[config.mk]
export PLATFORM = sky130hd
export DESIGN_NAME = cmd_block_unit
export DESIGN_NICKNAME = d
export VERILOG_FILES = /design/src/rtl/cbu_pkg.sv /design/src/rtl/cbu_collect.sv /design/src/rtl/cbu_check.sv /design/src/rtl/cbu_errstate.sv /design/src/rtl/cbu_emit.sv /design/src/rtl/cmd_block_unit.sv
export SDC_FILE = /design/constraint.sdc
export NUM_CORES = 1
export LEC_CHECK = 0
export ABC_CLOCK_PERIOD_IN_PS = 4500
export BUFFER_PORTS_ARGS = -buffer_cell sky130_fd_sc_hd__buf_2
export CORE_ASPECT_RATIO = 0.6
export CORE_UTILIZATION = 45
export DETAILED_ROUTE_END_ITERATION = 10
export PLACE_DENSITY = 0.7
export RECOVER_POWER = 25
export SLEW_MARGIN = 20
export SYNTH_ARGS = -nofsm -noshare
export SYNTH_HDL_FRONTEND = slang
export SYNTH_HIERARCHICAL = 1
export SYNTH_SLANG_ARGS = --single-unit
[constraint.sdc]
create_clock -name clk -period 4.5 [get_ports clk]
set_input_delay 0.9 -clock clk [delete_from_list [all_inputs] [get_ports clk]]
set_output_delay 0.9 -clock clk [all_outputs]
set_load 0.05 [all_outputs]
[src/rtl/cbu_pkg.sv]
// Package: shared constants, the decoded command record and the opcode
// classification helpers for the command block unit.
// Assumes one command block is six bytes and addresses are 21 bits wide.
package cbu_pkg;

    localparam int BLK_BYTES  = 6;
    localparam int LBA_W      = 21;
    localparam int COMP_LEN   = 2;
    localparam int SENSE_LEN  = 4;

    localparam logic [2:0] CLS_STD  = 3'd0;
    localparam logic [2:0] CLS_COPY = 3'd6;
    localparam logic [2:0] CLS_DIAG = 3'd7;
    localparam logic [4:0] OPC_SENSE = 5'h03;

    localparam logic [1:0] TYPE_BADCMD = 2'd2;
    localparam logic [3:0] CODE_BADCMD = 4'h0;

    typedef struct packed {
        logic [2:0]       cls;
        logic [4:0]       opc;
        logic [1:0]       unit;
        logic [LBA_W-1:0] lba;
        logic [7:0]       count;
        logic [7:0]       ctrl;
    } cmd_t;

    typedef enum logic [1:0] {EM_IDLE, EM_COMP, EM_SENSE} emit_mode_t;

    // Class 0 opcodes the controller knows.
    function automatic logic std_op_known(input logic [4:0] opc);
        case (opc)
            5'h00, 5'h01, 5'h03, 5'h04, 5'h05, 5'h06,
            5'h07, 5'h08, 5'h0A, 5'h0B: return 1'b1;
            default:                   return 1'b0;
        endcase
    endfunction

    // Class 0 opcodes whose block carries a logical address.
    function automatic logic std_op_addr(input logic [4:0] opc);
        case (opc)
            5'h04, 5'h05, 5'h06, 5'h07,
            5'h08, 5'h0A, 5'h0B: return 1'b1;
            default:             return 1'b0;
        endcase
    endfunction

endpackage

[src/rtl/cbu_collect.sv]
// Module: gathers the bytes of one command block into registers.
// Assumes bytes arrive in order, one per cycle with in_valid high, and that
// the next block does not start before the current one has been used.
module cbu_collect #(
    parameter int NBYTES = 6
) (
    input  logic                   clk,
    input  logic                   rst_n,
    input  logic                   in_valid,
    input  logic [7:0]             in_byte,
    output logic [NBYTES-1:0][7:0] blk_bytes,
    output logic                   blk_done
);
    localparam int IDX_W = (NBYTES > 1) ? $clog2(NBYTES) : 1;
    localparam logic [IDX_W-1:0] LAST_POS = IDX_W'(NBYTES - 1);

    logic [IDX_W-1:0] pos;

    // Position counter and the end-of-block pulse.
    always_ff @(posedge clk) begin
        if (!rst_n) begin
            pos      <= '0;
            blk_done <= 1'b0;
        end else begin
            blk_done <= in_valid && (pos == LAST_POS);
            if (in_valid)
                pos <= (pos == LAST_POS) ? '0 : pos + 1'b1;
        end
    end

    // One holding register per byte slot.
    for (genvar g = 0; g < NBYTES; g++) begin : g_slot
        always_ff @(posedge clk) begin
            if (!rst_n)
                blk_bytes[g] <= 8'h00;
            else if (in_valid && pos == IDX_W'(g))
                blk_bytes[g] <= in_byte;
        end
    end


    cmd_pulse_chk: assert property (@(posedge clk) disable iff (!rst_n)
        blk_done |=> !blk_done);

endmodule

[src/rtl/cbu_check.sv]
// Module: classifies a decoded command as valid or not, as carrying an
// address or not, and as a request-sense or not. Purely combinational.
module cbu_check
    import cbu_pkg::*;
(
    input  cmd_t cmd,
    output logic ok,
    output logic has_addr,
    output logic is_sense
);
    // Decide validity and address presence from the class and opcode.
    always_comb begin
        case (cmd.cls)
            CLS_STD: begin
                ok       = std_op_known(cmd.opc);
                has_addr = std_op_addr(cmd.opc);
            end
            CLS_COPY: begin
                ok       = 1'b1;
                has_addr = 1'b1;
            end
            CLS_DIAG: begin
                ok       = 1'b1;
                has_addr = 1'b0;
            end
            default: begin
                ok       = 1'b0;
                has_addr = 1'b0;
            end
        endcase
        is_sense = ok && (cmd.cls == CLS_STD) && (cmd.opc == OPC_SENSE);
    end

endmodule

[src/rtl/cbu_errstate.sv]
// Module: holds the per-command error state: the current command's unit and
// error flag, and the recorded type, code, address-valid, unit and address
// reported by the sense bytes.
// Assumes a new command takes priority over an error report in the same cycle.
module cbu_errstate
    import cbu_pkg::*;
(
    input  logic             clk,
    input  logic             rst_n,
    input  logic             cmd_valid,
    input  logic             cmd_ok,
    input  logic             cmd_addr,
    input  logic             cmd_sense,
    input  logic [1:0]       cmd_unit,
    input  logic [LBA_W-1:0] cmd_lba,
    input  logic             err_valid,
    input  logic [3:0]       err_code,
    input  logic [1:0]       err_type,
    input  logic [LBA_W-1:0] err_lba,
    input  logic             sense_done,
    output logic [1:0]       cur_unit,
    output logic             cur_err,
    output logic [3:0]       rec_code,
    output logic [1:0]       rec_type,
    output logic             rec_addr_valid,
    output logic [1:0]       rec_unit,
    output logic [LBA_W-1:0] rec_lba
);
    // Update the error state on new commands, error reports and sense reads.
    always_ff @(posedge clk) begin
        if (!rst_n) begin
            cur_unit       <= 2'd0;
            cur_err        <= 1'b0;
            rec_code       <= 4'h0;
            rec_type       <= 2'd0;
            rec_addr_valid <= 1'b0;
            rec_unit       <= 2'd0;
            rec_lba        <= '0;
        end else if (cmd_valid) begin
            cur_unit <= cmd_unit;
            cur_err  <= !cmd_ok;
            if (!cmd_sense) begin
                rec_unit       <= cmd_unit;
                rec_lba        <= cmd_lba;
                rec_addr_valid <= cmd_ok && cmd_addr;
                if (cmd_ok) begin
                    rec_type <= 2'd0;
                    rec_code <= 4'h0;
                end else begin
                    rec_type <= TYPE_BADCMD;
                    rec_code <= CODE_BADCMD;
                end
            end
        end else if (err_valid) begin
            cur_err  <= 1'b1;
            rec_type <= err_type;
            rec_code <= err_code;
            rec_lba  <= err_lba;
        end else if (sense_done) begin
            rec_type <= 2'd0;
            rec_code <= 4'h0;
        end
    end


    clear_on_cmd_chk: assert property (@(posedge clk) disable iff (!rst_n)
        (cmd_valid && cmd_ok && !cmd_sense) |=> (rec_code == 4'h0 && rec_type == 2'd0));


    sense_keeps_chk: assert property (@(posedge clk) disable iff (!rst_n)
        (cmd_valid && cmd_sense) |=> ($stable(rec_code) && $stable(rec_type) && $stable(rec_addr_valid)));


    bad_cmd_chk: assert property (@(posedge clk) disable iff (!rst_n)
        (cmd_valid && !cmd_ok) |=> ({rec_type, rec_code} == 6'h20 && cur_err && !rec_addr_valid));


    addr_valid_chk: assert property (@(posedge clk) disable iff (!rst_n)
        (cmd_valid && cmd_ok && !cmd_sense) |=> (rec_addr_valid == $past(cmd_addr)));


    read_clear_chk: assert property (@(posedge clk) disable iff (!rst_n)
        (sense_done && !cmd_valid && !err_valid) |=> (rec_code == 4'h0 && $stable(rec_addr_valid)));


    err_flag_chk: assert property (@(posedge clk) disable iff (!rst_n)
        (err_valid && !cmd_valid) |=> cur_err);

endmodule

[src/rtl/cbu_emit.sv]
// Module: sends the completion bytes or the sense bytes as a burst of one
// byte per cycle on request. Requests made during a burst are ignored, and
// a completion request wins over a sense request in the same cycle.
module cbu_emit
    import cbu_pkg::*;
(
    input  logic             clk,
    input  logic             rst_n,
    input  logic             status_req,
    input  logic             sense_req,
    input  logic [1:0]       cur_unit,
    input  logic             cur_err,
    input  logic [3:0]       rec_code,
    input  logic [1:0]       rec_type,
    input  logic             rec_addr_valid,
    input  logic [1:0]       rec_unit,
    input  logic [LBA_W-1:0] rec_lba,
    output logic             out_valid,
    output logic [7:0]       out_byte,
    output logic             out_last,
    output logic             sense_done
);
    localparam int IDX_W = $clog2(SENSE_LEN);
    localparam logic [IDX_W-1:0] COMP_END  = IDX_W'(COMP_LEN - 1);
    localparam logic [IDX_W-1:0] SENSE_END = IDX_W'(SENSE_LEN - 1);

    emit_mode_t       mode;
    logic [IDX_W-1:0] idx;
    logic [IDX_W-1:0] end_idx;

    // Index of the final byte in the running burst.
    always_comb end_idx = (mode == EM_COMP) ? COMP_END : SENSE_END;

    // Burst sequencer.
    always_ff @(posedge clk) begin
        if (!rst_n) begin
            mode <= EM_IDLE;
            idx  <= '0;
        end else if (mode == EM_IDLE) begin
            idx <= '0;
            if (status_req)
                mode <= EM_COMP;
            else if (sense_req)
                mode <= EM_SENSE;
        end else if (idx == end_idx) begin
            mode <= EM_IDLE;
            idx  <= '0;
        end else begin
            idx <= idx + 1'b1;
        end
    end

    // Output byte selection for the current burst position.
    always_comb begin
        out_valid  = (mode != EM_IDLE);
        out_last   = out_valid && (idx == end_idx);
        sense_done = (mode == EM_SENSE) && (idx == SENSE_END);
        out_byte   = 8'h00;
        if (mode == EM_COMP) begin
            if (idx == '0)
                out_byte = {1'b0, cur_unit, 3'b000, cur_err, 1'b0};
        end else if (mode == EM_SENSE) begin
            case (idx)
                IDX_W'(0): out_byte = {rec_addr_valid, 1'b0, rec_type, rec_code};
                IDX_W'(1): out_byte = {1'b0, rec_unit, rec_lba[LBA_W-1 -: 5]};
                IDX_W'(2): out_byte = rec_lba[15:8];
                default:   out_byte = rec_lba[7:0];
            endcase
        end
    end


    burst_end_chk: assert property (@(posedge clk) disable iff (!rst_n)
        out_last |=> !out_valid);


    burst_gapless_chk: assert property (@(posedge clk) disable iff (!rst_n)
        (out_valid && !out_last) |=> out_valid);


    burst_start_chk: assert property (@(posedge clk) disable iff (!rst_n)
        $rose(out_valid) |-> $past(status_req || sense_req));


    comp_tail_chk: assert property (@(posedge clk) disable iff (!rst_n)
        (out_valid && !out_last && mode == EM_COMP) |=> (out_byte == 8'h00));

endmodule

[src/rtl/cmd_block_unit.sv]
// Module: top of the command block unit. It collects the six-byte command
// block, decodes and classifies it, keeps the error state and sends the
// completion and sense bytes. Command execution lives outside this block.
module cmd_block_unit
    import cbu_pkg::*;
(
    input  logic             clk,
    input  logic             rst_n,
    input  logic             in_valid,
    input  logic [7:0]       in_byte,
    output logic             cmd_valid,
    output logic [2:0]       cmd_class,
    output logic [4:0]       cmd_opcode,
    output logic [1:0]       cmd_unit,
    output logic             cmd_floppy,
    output logic [20:0]      cmd_lba,
    output logic [7:0]       cmd_count,
    output logic             cmd_no_retry,
    output logic             cmd_no_reread,
    output logic             cmd_ok,
    output logic             cmd_has_addr,
    input  logic             err_valid,
    input  logic [3:0]       err_code,
    input  logic [1:0]       err_type,
    input  logic [20:0]      err_lba,
    input  logic             status_req,
    input  logic             sense_req,
    output logic             out_valid,
    output logic [7:0]       out_byte,
    output logic             out_last
);
    logic [BLK_BYTES-1:0][7:0] blk;
    cmd_t                      cmd;
    logic                      is_sense;
    logic                      sense_done;
    logic [1:0]                cur_unit;
    logic                      cur_err;
    logic [3:0]                rec_code;
    logic [1:0]                rec_type;
    logic                      rec_addr_valid;
    logic [1:0]                rec_unit;
    logic [LBA_W-1:0]          rec_lba;

    cbu_collect #(.NBYTES(BLK_BYTES)) u_collect (
        .clk       (clk),
        .rst_n     (rst_n),
        .in_valid  (in_valid),
        .in_byte   (in_byte),
        .blk_bytes (blk),
        .blk_done  (cmd_valid)
    );

    // Split the collected bytes into command fields.
    always_comb begin
        cmd.cls   = blk[0][7:5];
        cmd.opc   = blk[0][4:0];
        cmd.unit  = blk[1][6:5];
        cmd.lba   = {blk[1][4:0], blk[2], blk[3]};
        cmd.count = blk[4];
        cmd.ctrl  = blk[5];
    end

    cbu_check u_check (
        .cmd      (cmd),
        .ok       (cmd_ok),
        .has_addr (cmd_has_addr),
        .is_sense (is_sense)
    );

    cbu_errstate u_err (
        .clk            (clk),
        .rst_n          (rst_n),
        .cmd_valid      (cmd_valid),
        .cmd_ok         (cmd_ok),
        .cmd_addr       (cmd_has_addr),
        .cmd_sense      (is_sense),
        .cmd_unit       (cmd.unit),
        .cmd_lba        (cmd.lba),
        .err_valid      (err_valid),
        .err_code       (err_code),
        .err_type       (err_type),
        .err_lba        (err_lba),
        .sense_done     (sense_done),
        .cur_unit       (cur_unit),
        .cur_err        (cur_err),
        .rec_code       (rec_code),
        .rec_type       (rec_type),
        .rec_addr_valid (rec_addr_valid),
        .rec_unit       (rec_unit),
        .rec_lba        (rec_lba)
    );

    cbu_emit u_emit (
        .clk            (clk),
        .rst_n          (rst_n),
        .status_req     (status_req),
        .sense_req      (sense_req),
        .cur_unit       (cur_unit),
        .cur_err        (cur_err),
        .rec_code       (rec_code),
        .rec_type       (rec_type),
        .rec_addr_valid (rec_addr_valid),
        .rec_unit       (rec_unit),
        .rec_lba        (rec_lba),
        .out_valid      (out_valid),
        .out_byte       (out_byte),
        .out_last       (out_last),
        .sense_done     (sense_done)
    );

    // Drive the decoded command outputs.
    always_comb begin
        cmd_class     = cmd.cls;
        cmd_opcode    = cmd.opc;
        cmd_unit      = cmd.unit;
        cmd_floppy    = cmd.unit[1];
        cmd_lba       = cmd.lba;
        cmd_count     = cmd.count;
        cmd_no_retry  = cmd.ctrl[7];
        cmd_no_reread = cmd.ctrl[6];
    end

endmodule

Word level (Yosys, flattened, before mapping)
Memories as Yosys holds them, arrays and structs flattened. A register that Yosys moved wholly into a read port is not among the register bits.
Cells that the tools add are included.

operators by class
  add/sub/neg operators = 2
  equal/unequal tests = 23
  muxes and demuxes = 30
  bitwise gates (word level) = 2
  reduce and logical (&&, ||, !) cells = 27

operators with widths
  kind                                                 number
  two-way mux 21 bit                                   3
  two-way mux 4 bit                                    6
  case mux 8 bit (3 select lines)                      1
  equality test 5 x 3 -> 1 bit, second input constant  4
  two-way mux 2 bit                                    10
  two-way mux 8 bit                                    2
  equality test 5 x 4 -> 1 bit, second input constant  3
  equality test 3 bit, second input constant           4
  logical AND 1 bit                                    11
  AND reduction 2 bit                                  4
  two-way mux 7 bit                                    1
  OR reduction 7 bit                                   1
  equality test 2 bit, second input constant           3
  equality test 3 x 2 -> 1 bit, second input constant  2
  zero test 3 bit                                      2
  nonzero test 2 bit                                   3
  equality test 5 x 2 -> 1 bit, second input constant  1
  equality test 2 x 1 -> 1 bit, second input constant  2
  zero test 2 bit                                      2
  two-way mux 1 bit                                    4
  case mux 1 bit (2 select lines)                      2
  adder 3 x 1 -> 3 bit, second input constant          1
  equality test 3 x 1 -> 1 bit, second input constant  1
  two-way mux 3 bit                                    1
  other kinds (9)                                      10

storage, ports and cells
  flip-flop bits (word level) = 88
  ROM bits = 16
  output and inout bits = 55
  word-level logic and storage cells = 102
  memories = 1

memories
  memory           depth  width  read ports  clocked after Yosys merged registers in  wr ports  RTL line       source
  (no name shown)  16     1      1           1                                        0         cbu_pkg.sv:32  case (opc)

Logic depth before layout (Yosys ltp)
  depth after elaboration = 7
  gate-level depth with buffers = 6
  mapped depth without buffers = 5

Hierarchy
The synthesis kept the hierarchy.

modules (own cells, without submodules)
  module          instances  cells an instance  area each (µm²)
  cbu_collect     1          196                1984.4
  cbu_errstate    1          152                1552.7
  cbu_emit        1          64                 496.7
  cbu_check       1          12                 92.6
  cmd_block_unit  1          1                  7.5

Worst setup path before layout
OpenSTA, ideal clock, no wires.

  path kind = reg-to-output
  start point = register u_emit.idx[0]
  end point = output port out_byte[7]
  data arrival time = 1.993 ns
  slack = 1.607 ns
  stages on the path, launching flop included = 6
  buffers on the path = 1
  cells stage by stage = dfxtp_1 inv_1 ha_1 clkbuf_1 a221oi_1 nor3_1

on the way
  cells in the longest elaborated chain, start to end = 4
  elaborated cells on any way between the ends = 6
  classes of those cells = eq/ne: 2; mux: 3; reduce/logical: 1

ends and longest elaborated chain
  item                                               RTL line              source
  start, declared                                    cbu_emit.sv:28        logic [IDX_W-1:0] idx;
  start signal, assigned                             cbu_emit.sv:49        idx <= idx + 1'b1;
  equality test 2 bit, or another cell as far along  cbu_emit.sv:63        case (idx)
  case mux 8 bit (3 select lines) *                  cbu_emit.sv:63
  two-way mux 8 bit *                                cbu_emit.sv:62        end else if (mode == EM_SENSE) begin
  two-way mux 8 bit *                                cbu_emit.sv:59        if (mode == EM_COMP) begin
  end, declared                                      cmd_block_unit.sv:29  output logic [7:0] out_byte,

Mark *: on every way between the ends. The rest lies on a longest branch, timed or not.

Worst setup path in the final report
  start point = register u_emit.idx[1]
  end point = output port out_byte[1]

on the way
  cells in the longest elaborated chain, start to end = 4
  elaborated cells on any way between the ends = 7
  classes of those cells = eq/ne: 2; mux: 4; reduce/logical: 1

ends and longest elaborated chain
  item                                               RTL line
  equality test 2 bit, or another cell as far along  cbu_emit.sv:63
  case mux 8 bit (3 select lines)                    cbu_emit.sv:63
  two-way mux 8 bit                                  cbu_emit.sv:62
  two-way mux 8 bit *                                cbu_emit.sv:59

Marked as above.

==> results.sh <==
export IMPL_status="completed"
export IMPL_synthToLayoutAreaGrowth_pct=18.5
export IMPL_vias=3392
export IMPL_grt_overflow=0
export IMPL_min_period_ns=2.93
export IMPL_grt_max_degree=52
export IMPL_antenna_found_initial=0
export IMPL_die_x_um=122
export IMPL_nets=522
export IMPL_avgSynthCellArea_um2=9.65
export IMPL_power_density_nw_per_um2=391
export IMPL_initialDrtViolationCount=304
export IMPL_cp_data_arrival_time_ns=2.03
export IMPL_ir_drop_uv=226
export IMPL_hp_class="register to register"
export IMPL_power_uw=1810
export IMPL_pwr_share_seq=0.445
export IMPL_cts_sinks=82
export IMPL_die_area_um2=9050
export IMPL_cts_tree="yes"
export IMPL_portBuffers=95
export IMPL_synthCells=404
export IMPL_path_max_fanout=9
export IMPL_dpl_worst_slack_ns=1.94
export IMPL_endpoint_kind="primary output"
export IMPL_fillers=769
export IMPL_fp_coreArea_um2=8130
export IMPL_gp_congestion=0.921
export IMPL_detail_route_antenna_nets=0
export IMPL_fin_skew_ns=0.00945
export IMPL_cts_made_buffers=9
export IMPL_grt_use_total=0.249
export IMPL_ios=96
export IMPL_synth_nets=451
export IMPL_worstPathRequired_ns=3.60
export IMPL_hold_buffers=0
export IMPL_clock_tree_buffer_depth=2
export IMPL_start_kind="register"
export IMPL_max_cap_violations=0
export IMPL_max_freq_mhz=342
export IMPL_cts_root_buf="clkbuf_16"
export IMPL_seqCellArea_um2=1640
export IMPL_power_frac_comb=0.147
export IMPL_tns_ns=0
export IMPL_netlist_area_um2=3900
export IMPL_post_cts_resized=0
export IMPL_rows=25
export IMPL_first_global_vias=3069
export IMPL_drcViolationCount=0
export IMPL_multi_input_comb_area_um2=2040
export IMPL_power_leakage_uw=0.00211
export IMPL_dp_hpwl_um=7990
export IMPL_post_cts_buffers=0
export IMPL_hold_violations=0
export IMPL_worstSetupPathType="register to primary output"
export IMPL_drive_gt1_frac=0.238
export IMPL_worst_slack_ns=1.57
export IMPL_fin_crit_sh=0.651
export IMPL_n_antenna_cell=0
export IMPL_ys_warn_count=6
export IMPL_ctsHtreeMaxLevel=3
export IMPL_p_sw_frac=0.287
export IMPL_worst_pin_slew_ns=1.32
export IMPL_maxSlewViolCount=0
export IMPL_vias_per_cell=5.77
export IMPL_clk_latency_ns=0.34
export IMPL_netSwitchingPower_uw=519
export IMPL_wirelength_um=11000
export IMPL_timing_slew_headroom=0.123
export IMPL_post_drt_wl_per_cell_um=18.6
export IMPL_rsz0062_at_grt="no"
export IMPL_die_h_um=74.1
export IMPL_path_clk_slew_ns=0.06
export IMPL_clockPowerShare=0.408
export IMPL_firstDrtPassIters=5
export IMPL_grt_pass1_wl_um=16600
export IMPL_start_util=0.479
export IMPL_internal_power_uw=1290
export IMPL_setup_violations=0
[through the flow]
| step | instance area (um2) | std cells | hold WS (ns) | utilization |
|---|---|---|---|---|
| CTS | 4630 | 588 | 0.459 | 0.570 |
| floorplan | 3900 | 404 | 0.435 | - |
| finish | 4620 | 588 | 0.464 | 0.568 |
| detailed placement | 4330 | 572 | 0.450 | 0.532 |
| global placement | 4330 | 572 | 0.445 | 0.532 |
| global route | 4620 | 588 | 0.481 | 0.568 |
[cell usage in the layout, fill, tap and decap left out, types with 3 or more instances in the layout]
master / count
mux2i_1: 59
a221o_1: 4
nand2_1: 57
o2bb2ai_1: 4
nand3_1: 31
clkinv_4: 4
and2_1: 3
clkbuf_1: 12
a21oi_1: 13
a21boi_0: 3
clkbuf_16: 9
and3_1: 5
o211a_1: 21
dfxtp_1: 81
nor2_1: 7
nand2b_1: 5
o21ai_0: 9
o2111a_1: 3
ha_1: 6
nor2b_1: 6
a222oi_1: 6
a21bo_1: 3
inv_1: 5
buf_2: 83
a21bo_2: 6
[final cells by class]
class,instances,area share
Clock buffer,9,0.0488
Timing Repair Buffer,97,0.103
Tap cell,108,0.0293
Clock inverter,7,0.0173
Sequential cell,82,0.356
Multi-Input combinational cell,280,0.442
Inverter,5,0.00406
[power by group through the flow]
stage | Clock, uW | Sequential [uW] | Combinational, uW
2_1_floorplan | 0 | 844 | 163
3_3_place_gp | 0 | 819 | 259
3_5_place_dp | 0 | 817 | 263
4_1_cts | 749 | 802 | 265
5_1_grt | 785 | 807 | 282
6_report | 737 | 803 | 265
[critical path, cell delays in order, from the launching register on]
cell and delay [ns]:
dfxtp_1 0.47, inv_1 0.13, ha_1 0.31, a222oi_1 0.34, and2_1 0.17, o2bb2ai_1 0.06, buf_2 0.21
[sequential cells by signal (all words and copies together), names as in the netlist]
signal,flops
u_err/cur_unit,2
u_err/rec_code,4
u_err/rec_unit,2
u_collect/blk_done,1
u_emit/mode,2
u_err/rec_type,2
u_err/cur_err,1
u_err/rec_lba,21
u_collect/pos,3
u_err/rec_addr_valid,1
u_collect/blk_bytes,41
u_emit/idx,2
[per-layer routing]
layer / GRT usage / vias to the layer above / share of wire
met5: 0 / - / 0
met2: 0.358 / 152 / 0.41
li1: - / 1599 / -
met1: 0.353 / 1630 / 0.47
met4: 0.0678 / 0 / 0.0095
met3: 0.0836 / 11 / 0.11
[worst paths after layout]
kind                           start                 endpoint  slack (ns)  cells after the start
max                    u_emit/idx[1]              out_byte[1]        1.57                      6
min          u_collect/blk_bytes[35]  u_collect/blk_bytes[35]        0.46                      2
max reg2reg   u_collect/blk_bytes[5]        u_err/rec_lba[17]        2.10                      5
min reg2reg  u_collect/blk_bytes[35]  u_collect/blk_bytes[35]        0.46                      2
Note: power is estimated with default switching activity, not from simulation.
